--- src/rtl/bcu_pkg.sv ---
package bcu_pkg;

  localparam int IDX_W    = 2;
  localparam int OFF_W    = 7;
  localparam int COND_W   = 2;
  localparam int NUM_COND = 1 << COND_W;
  localparam int BYTE_W   = 8;

  localparam logic [2:0] BR_MAJOR = 3'b110;

  typedef enum logic [COND_W-1:0] {
    COND_EQ   = 2'b00,
    COND_TEST = 2'b01,
    COND_SLT  = 2'b10,
    COND_ULT  = 2'b11
  } cond_e;

  typedef struct packed {
    logic [2:0]       major;
    cond_e            cond;
    logic [IDX_W-1:0] idx_a;
    logic [IDX_W-1:0] idx_b;
    logic [OFF_W-1:0] offset;
  } br_fields_t;

endpackage

--- src/rtl/bcu_decode.sv ---
module bcu_decode
  import bcu_pkg::*;
(
  input  logic [BYTE_W-1:0] op_hi,
  input  logic [BYTE_W-1:0] op_lo,
  output br_fields_t        fields,
  output logic              is_branch,
  output logic              idx_same,
  output logic              swapped
);

  always_comb begin
    fields.major  = op_hi[BYTE_W-1 -: 3];
    fields.cond   = cond_e'({op_hi[4], op_lo[BYTE_W-1]});
    fields.idx_a  = op_hi[2*IDX_W-1:IDX_W];
    fields.idx_b  = op_hi[IDX_W-1:0];
    fields.offset = op_lo[OFF_W-1:0];
  end

  // Index order picks base comparison (a<b) or its complement (a>b)
  assign is_branch = (fields.major == BR_MAJOR);
  assign idx_same  = (fields.idx_a == fields.idx_b);
  assign swapped   = (fields.idx_a > fields.idx_b);

endmodule

--- src/rtl/bcu_compare.sv ---
module bcu_compare
  import bcu_pkg::*;
#(
  parameter int DATA_W = 16
) (
  input  cond_e             cond,
  input  logic              swapped,
  input  logic [DATA_W-1:0] lhs,
  input  logic [DATA_W-1:0] rhs,
  output logic              base_hit,
  output logic              cond_hit
);

  function automatic logic base_eval(input cond_e c,
                                     input logic [DATA_W-1:0] l,
                                     input logic [DATA_W-1:0] r);
    logic res;
    case (c)
      COND_EQ:   res = ~|(l ^ r);
      COND_TEST: res = |(l & r);
      COND_SLT:  res = ($signed(l) < $signed(r));
      default:   res = (l < r);
    endcase
    return res;
  endfunction

  logic [NUM_COND-1:0] lane_hit;

  // One comparator lane per base condition; code selects a lane
  for (genvar g = 0; g < NUM_COND; g++) begin : g_lane
    localparam logic [COND_W-1:0] LANE_CODE = g;
    assign lane_hit[g] = base_eval(cond_e'(LANE_CODE), lhs, rhs);
  end

  assign base_hit = lane_hit[cond];
  assign cond_hit = base_hit ^ swapped;

endmodule

--- src/rtl/bcu_target.sv ---
module bcu_target
  import bcu_pkg::*;
#(
  parameter int ADDR_W = 16
) (
  input  logic [ADDR_W-1:0] pc_next,
  input  logic [OFF_W-1:0]  offset,
  output logic [ADDR_W-1:0] target
);

  localparam int EXT_W = ADDR_W - OFF_W;

  function automatic logic [ADDR_W-1:0] sext_off(input logic [OFF_W-1:0] o);
    return {{EXT_W{o[OFF_W-1]}}, o};
  endfunction

  assign target = pc_next + sext_off(offset);

endmodule

--- src/rtl/bcu_branch_unit.sv ---
module bcu_branch_unit
  import bcu_pkg::*;
#(
  parameter int DATA_W = 16,
  parameter int ADDR_W = 16
) (
  input  logic              clk,
  input  logic              rst_n,
  input  logic [7:0]        op_hi_i,
  input  logic [7:0]        op_lo_i,
  input  logic [DATA_W-1:0] reg_a_i,
  input  logic [DATA_W-1:0] reg_b_i,
  input  logic [ADDR_W-1:0] pc_next_i,
  output logic              br_valid_o,
  output logic              br_taken_o,
  output logic [ADDR_W-1:0] br_target_o
);

  br_fields_t        dec_fields;
  logic              is_branch_w;
  logic              idx_same_w;
  logic              swap_w;
  logic              valid_w;
  logic              base_hit_w;
  logic              cond_hit_w;
  logic [ADDR_W-1:0] target_w;

  bcu_decode u_decode (
    .op_hi     (op_hi_i),
    .op_lo     (op_lo_i),
    .fields    (dec_fields),
    .is_branch (is_branch_w),
    .idx_same  (idx_same_w),
    .swapped   (swap_w)
  );

  bcu_compare #(.DATA_W(DATA_W)) u_compare (
    .cond     (dec_fields.cond),
    .swapped  (swap_w),
    .lhs      (reg_a_i),
    .rhs      (reg_b_i),
    .base_hit (base_hit_w),
    .cond_hit (cond_hit_w)
  );

  bcu_target #(.ADDR_W(ADDR_W)) u_target (
    .pc_next (pc_next_i),
    .offset  (dec_fields.offset),
    .target  (target_w)
  );

  assign valid_w = is_branch_w & ~idx_same_w;

  always_ff @(posedge clk or negedge rst_n) begin
    if (!rst_n) begin
      br_valid_o  <= 1'b0;
      br_taken_o  <= 1'b0;
      br_target_o <= '0;
    end else begin
      br_valid_o  <= valid_w;
      br_taken_o  <= valid_w & cond_hit_w;
      br_target_o <= target_w;
    end
  end

endmodule

--- config.mk ---
export PLATFORM = sky130hd
export DESIGN_NAME = bcu_branch_unit
export DESIGN_NICKNAME = d
export VERILOG_FILES = /design/src/rtl/bcu_pkg.sv /design/src/rtl/bcu_decode.sv /design/src/rtl/bcu_compare.sv /design/src/rtl/bcu_target.sv /design/src/rtl/bcu_branch_unit.sv
export SDC_FILE = /design/constraint.sdc
export NUM_CORES = 1
export LEC_CHECK = 0
export BUFFER_PORTS_ARGS = -buffer_cell sky130_fd_sc_hd__buf_2
export CAP_MARGIN = 20
export CORE_MARGIN = 5
export CORE_UTILIZATION = 45
export CTS_CLUSTER_SIZE = 28
export DETAILED_ROUTE_END_ITERATION = 16
export GPL_TIMING_DRIVEN = 0
export MAX_ROUTING_LAYER = met4
export PLACE_DENSITY = 0.77
export SLEW_MARGIN = 20
export SYNTH_ARGS = -nofsm -noshare
export SYNTH_HDL_FRONTEND = slang
export SYNTH_SLANG_ARGS = --single-unit
export TNS_END_PERCENT = 50
--- constraint.sdc ---
create_clock -name clk -period 1 [get_ports clk]
set_input_delay 0.2 -clock clk [delete_from_list [all_inputs] [get_ports clk]]
set_output_delay 0.2 -clock clk [all_outputs]
set_load 0.01 [all_outputs]
# --- Word-level counts from Yosys, hierarchy flattened ---
# Cells that the tools add are included.
totals:
  output_inout_bits: 18
  elab_cells: 21
  input_bits: 66
  regBits: 18
op_classes:
  n_bitwise: 6
  n_mux: 2
  n_lt_le_gt_ge: 4
  addsub: 1
  eq_ne: 2
  reduce_logical: 3
ops:
  columns: ["cell", "count"]
  rows:
  - ["16-bit < comparator", 2]
  - ["16-bit OR reduction", 2]
  - ["16-bit adder", 1]
  - ["16-bit bitwise AND", 1]
  - ["16-bit XOR", 1]
  - ["3-bit == test, second input constant", 1]
  - ["2-bit by 3-bit < comparator with 1-bit output, second input constant", 1]
  - ["1-bit bitwise AND", 2]
  - ["1-bit binary-select mux with 2-bit select", 1]
  - ["2-bit == test", 1]
  - ["2-bit greater-than comparator", 1]
  - ["1-bit logical NOT", 1]
  - ["1-bit two-way mux", 1]
  - ["1-bit NOT", 1]
  - ["1-bit XOR", 1]

# --- Logic depth before layout (Yosys ltp) ---
logic_depth:
  word_depth: 7
  ltp_mapped: 9

# --- Cells and area by module ---
# A second synthesis with hierarchy kept.
unflattened:
  cells_unflattened: 236
  hier_area_um2: 2147.1
modules_own_cells:
  columns: ["mod", "instances", "cells_each", "area_each_um2", "seq_area_each_um2"]
  rows:
  - ["bcu_compare", 1, 92, 769.5, 0.0]
  - ["bcu_target", 1, 98, 724.4, 0.0]
  - ["bcu_branch_unit", 1, 20, 465.4, 450.4]
  - ["bcu_decode", 1, 26, 187.7, 0.0]

# --- Least setup slack after synthesis ---
# OpenSTA, ideal clock, no wires.
synth_timing:
  path_kind: "input -> register"
  start: "in op_lo_i[0]"
  end: "reg br_target_o[14]"
  path_buffers: 0
  stages: 9
  arrival_time_ps: 2105
  setup_slack_ps: -1185
  path_cell_list: "ha_1 > inv_1 > fa_1 > nor2b_4 > o31a_1 > o311a_1 > or4_4 > a211o_1 > o211ai_2"
synth_between:
  elab_chain_len: 1
synth_rtl:
  columns: ["item", "line", "source"]
  rows:
  - ["start: declaration", "bcu_branch_unit.sv:10", "input logic [7:0] op_lo_i,"]
  - ["16-bit adder", "bcu_target.sv:17", "assign target = pc_next + sext_off(offset);"]
  - ["net target_w[14]", "bcu_branch_unit.sv:26", "logic [ADDR_W-1:0] target_w;"]
  - ["end signal: assignment", "bcu_branch_unit.sv:62", "br_target_o <= target_w;"]
  - ["end: declaration", "bcu_branch_unit.sv:16", "output logic [ADDR_W-1:0] br_target_o"]
# The timed path passes the listed nets, and every way through them passes these cells.

# --- Final worst setup path ---
# Ends and elaborated chain as after synthesis.

==> summary.txt <==
STA
  • Max Transition Viols Final: 0
  • Min Clock Period, post-route: 2.030 ns
  • Actual slew at the worst max-slew pin: 0.4211 ns
  • Slew HR: 0.7176
  • Hold Fails Final Rpt: 0
  • Final setup violation count: 13
  • Maximum achievable frequency: 492.5 MHz
  • Final WS setup: -1.030 ns
  • RSZ-0062 raised after global routing: yes
  • Tcrit/Tclk final: 2.030

Synthesis
  • EDFF count, synth: 0
  • Share of the synthesized area in the top cell type: 0.3196
  • Top FF cell, synth: dfrtp_1
  • Async set or reset register ratio after synthesis: 1.000
  • Top post-synthesis cells by count: 49 x ha_1, 26 x inv_1, 18 x dfrtp_1, 12 x a21oi_1, 11 x xnor2_1
  • Synth Cell Area: 1918 um2
  • Post-synthesis sequential area ratio: 0.2348
  • Yosys Warn Count: 0
  • Cells after Synth: 204
  • Synth area leaders: ha_1 32%, dfrtp_1 23%, inv_1 5.1%, xnor2_1 5.0%, a21oi_1 3.1%
  • Synth area leader: ha_1
  • Synth Area per Inst: between 9 and 10 um2
  • Syn nets: 320
  • Most numerous cell in the Yosys netlist: ha_1
  • Flops & latches, synth: 18
  • Distinct cells, synth: 42

Floorplan
  • Ports: 84
  • Initial core utilization: 0.4727
  • Core Area: 4058 um2
  • Die Ht: between 70 and 80 um
  • Row Count: 23
  • DIE WIDTH: ~75 um
  • Die area: 5668 um2

Final layout
  • Design area: between 2000 and 3000 um2
  • Utilization after layout: 0.6593
  • Nets: 413
  • Area growth syn-to-layout: 39.47%
  • Layout cell share with drive strength beyond 1: 0.4088
  • ANT cells: 0

GRT
  • Vias in the first global route: between 1500 and 2000
  • Largest net degree at the start of global routing: 19
  • Initial antenna violation count: 0
  • Gr usage total: 0.1728
  • Global-route wire length before repair: 7.486 mm
  • Grt total ovfl: 0

Placed design
  • Placement-stage worst setup slack: -1.346 ns
  • Post-DP Area: approximately 2500 um2
  • Port buffer count: 83
  • Placer's final routability congestion estimate: 0.8789
  • Dpl hpwl: approximately 3.9 mm

Run status
  • Failing checks: setup timing
  • Outcome: finished with violations

Routing
  • Vias: 1783
  • Routed wire length: ~4.6 mm
  • Met2 WL: 2.362 mm
  • Routed wire length per instance: between 10 and 15 um
  • Residual DRC: 0
  • Vias per cell: 5.153
  • Drt first pass iters: 4
  • M1 WL: 1.850 mm
  • Top sig layer: met4
  • Initial DRC Count: 97
  • Met3 wire len: 307 um
  • Antenna viol nets, final: 0

Critical path
  • CP endpoint kind: register
  • Crit-path max FO: 2
  • Critical path's top delay family: compound AO/OA/AOI/OAI gates
  • Req. time, crit path: roughly 1.2 ns
  • Crit path buf inv count: 2
  • CP startpoint: op_lo_i[0]
  • Levels on crit path: 10
  • Slowest CP cell: or4_4
  • Critical-path cell list: buf_6 > ha_4 > inv_2 > fa_2 > nor2b_4 > o31a_1 > o311a_1 > or4_4 > a211o_1 > o211ai_2
  • Worst path arrival time: roughly 2.2 ns
  • Critical path class: input pin to register
  • CP max stage delay: around 0.50 ns
  • Startpoint Class: input pin

Hold path
  • Hold_sp: op_hi_i[5]
  • Min-Delay Path Class: input pin to register
  • Hold path cells: 2

Flow run
  • Max cap viols: 0

Clock network
  • Max H-tree Level: 1
  • Longest Clk Path Bufs: 2
  • CTS tree: built
  • TritonCTS Sinks: 18
  • Clk slew on worst S/H paths: 0.07 ns
  • CTS Buf Count: 3
  • Root buf cell: clkbuf_8

Power and ir drop
  • Lkg Pwr: about 0.0014 uW
  • PD cells: about 1000 nW/um2
  • Total power draw: ~2700 uW
  • Maximum vdd drop: about 0.00043 V
worst paths after layout:
check                                   to  slack, ns
min in group asynchronous   br_target_o[1]       0.40
worst max-delay path       br_target_o[14]      -1.03
worst min-delay path            br_valid_o       0.10
max in group asynchronous   br_target_o[9]       0.31
repair_timing:
item,in CTS,in global routing
buffers inserted,4,0
hold endpoints to repair,18,0
hold buffers,1,0
gates resized for setup,7,0
setup endpoints to repair,13,13
pin swaps,3,0
flip-flops by register name, indices dropped and copies added (netlist names):
register     cells
br_target_o     16
br_taken_o       1
br_valid_o       1
placed cells by master, fill, tap and decap left out, drive strengths merged, types with 4 or more instances in the layout:
master / n
ha: 49
o21ai: 9
nor4: 5
nand3: 4
a21oi: 12
dfrtp: 18
a21o: 6
xnor2: 11
nor2: 9
nand2: 6
buf: 87
inv: 26
nand4: 4
clkbuf: 4
logic make-up (layout without fill, tap and decap cells):
logic type               count (synthesis)  count (layout)  share of synthesized area
buffers and inverters                   26             118                    0.05088
XOR/XNOR                                13              13                    0.05936
multiplexers                             1               1                   0.005219
AND/OR/NAND/NOR                         43              43                     0.1259
adder cells (fa/ha/maj)                 50              50                     0.3301
flip-flops                              18              18                     0.2348
AO/OA/AOI/OAI                           53              53                     0.1937
report_power, final:
group	switching (uW)	internal, uW	total (uW)
Clock	236	350	586
Sequential	26.9	859	886
Combinational	610	593	1200
Total	873	1800	2680
cell type report:
cell class | count | area (um2)
Tap cell | 50 | 62.56
Timing Repair Buffer | 88 | 471.7
Clock buffer | 4 | 55.05
Sequential cell | 18 | 450.4
Multi-Input combinational cell | 160 | 1535
Fill cell | 339 | 1383
Inverter | 26 | 100.1
metal layers:
layer / vias to the layer above / GRT usage
li1: 916 / -
met1: 806 / 0.1918
met2: 54 / 0.3154
met3: 7 / 0.01736
met4: 0 / 0.06408
met5: - / -
metrics by stage:
stage	std cells	hold WS [ns]	TNS [ns]
6_report	346	0.1046	-7.614
5_1_grt	346	0.1073	-8.350
4_1_cts	346	0.1051	-7.279
3_5_place_dp	337	0.1477	-10.89
3_3_place_gp	337	0.1387	-10.64
2_1_floorplan	204	-0.09559	-7.156
Note: power is estimated with default switching activity, not from simulation.
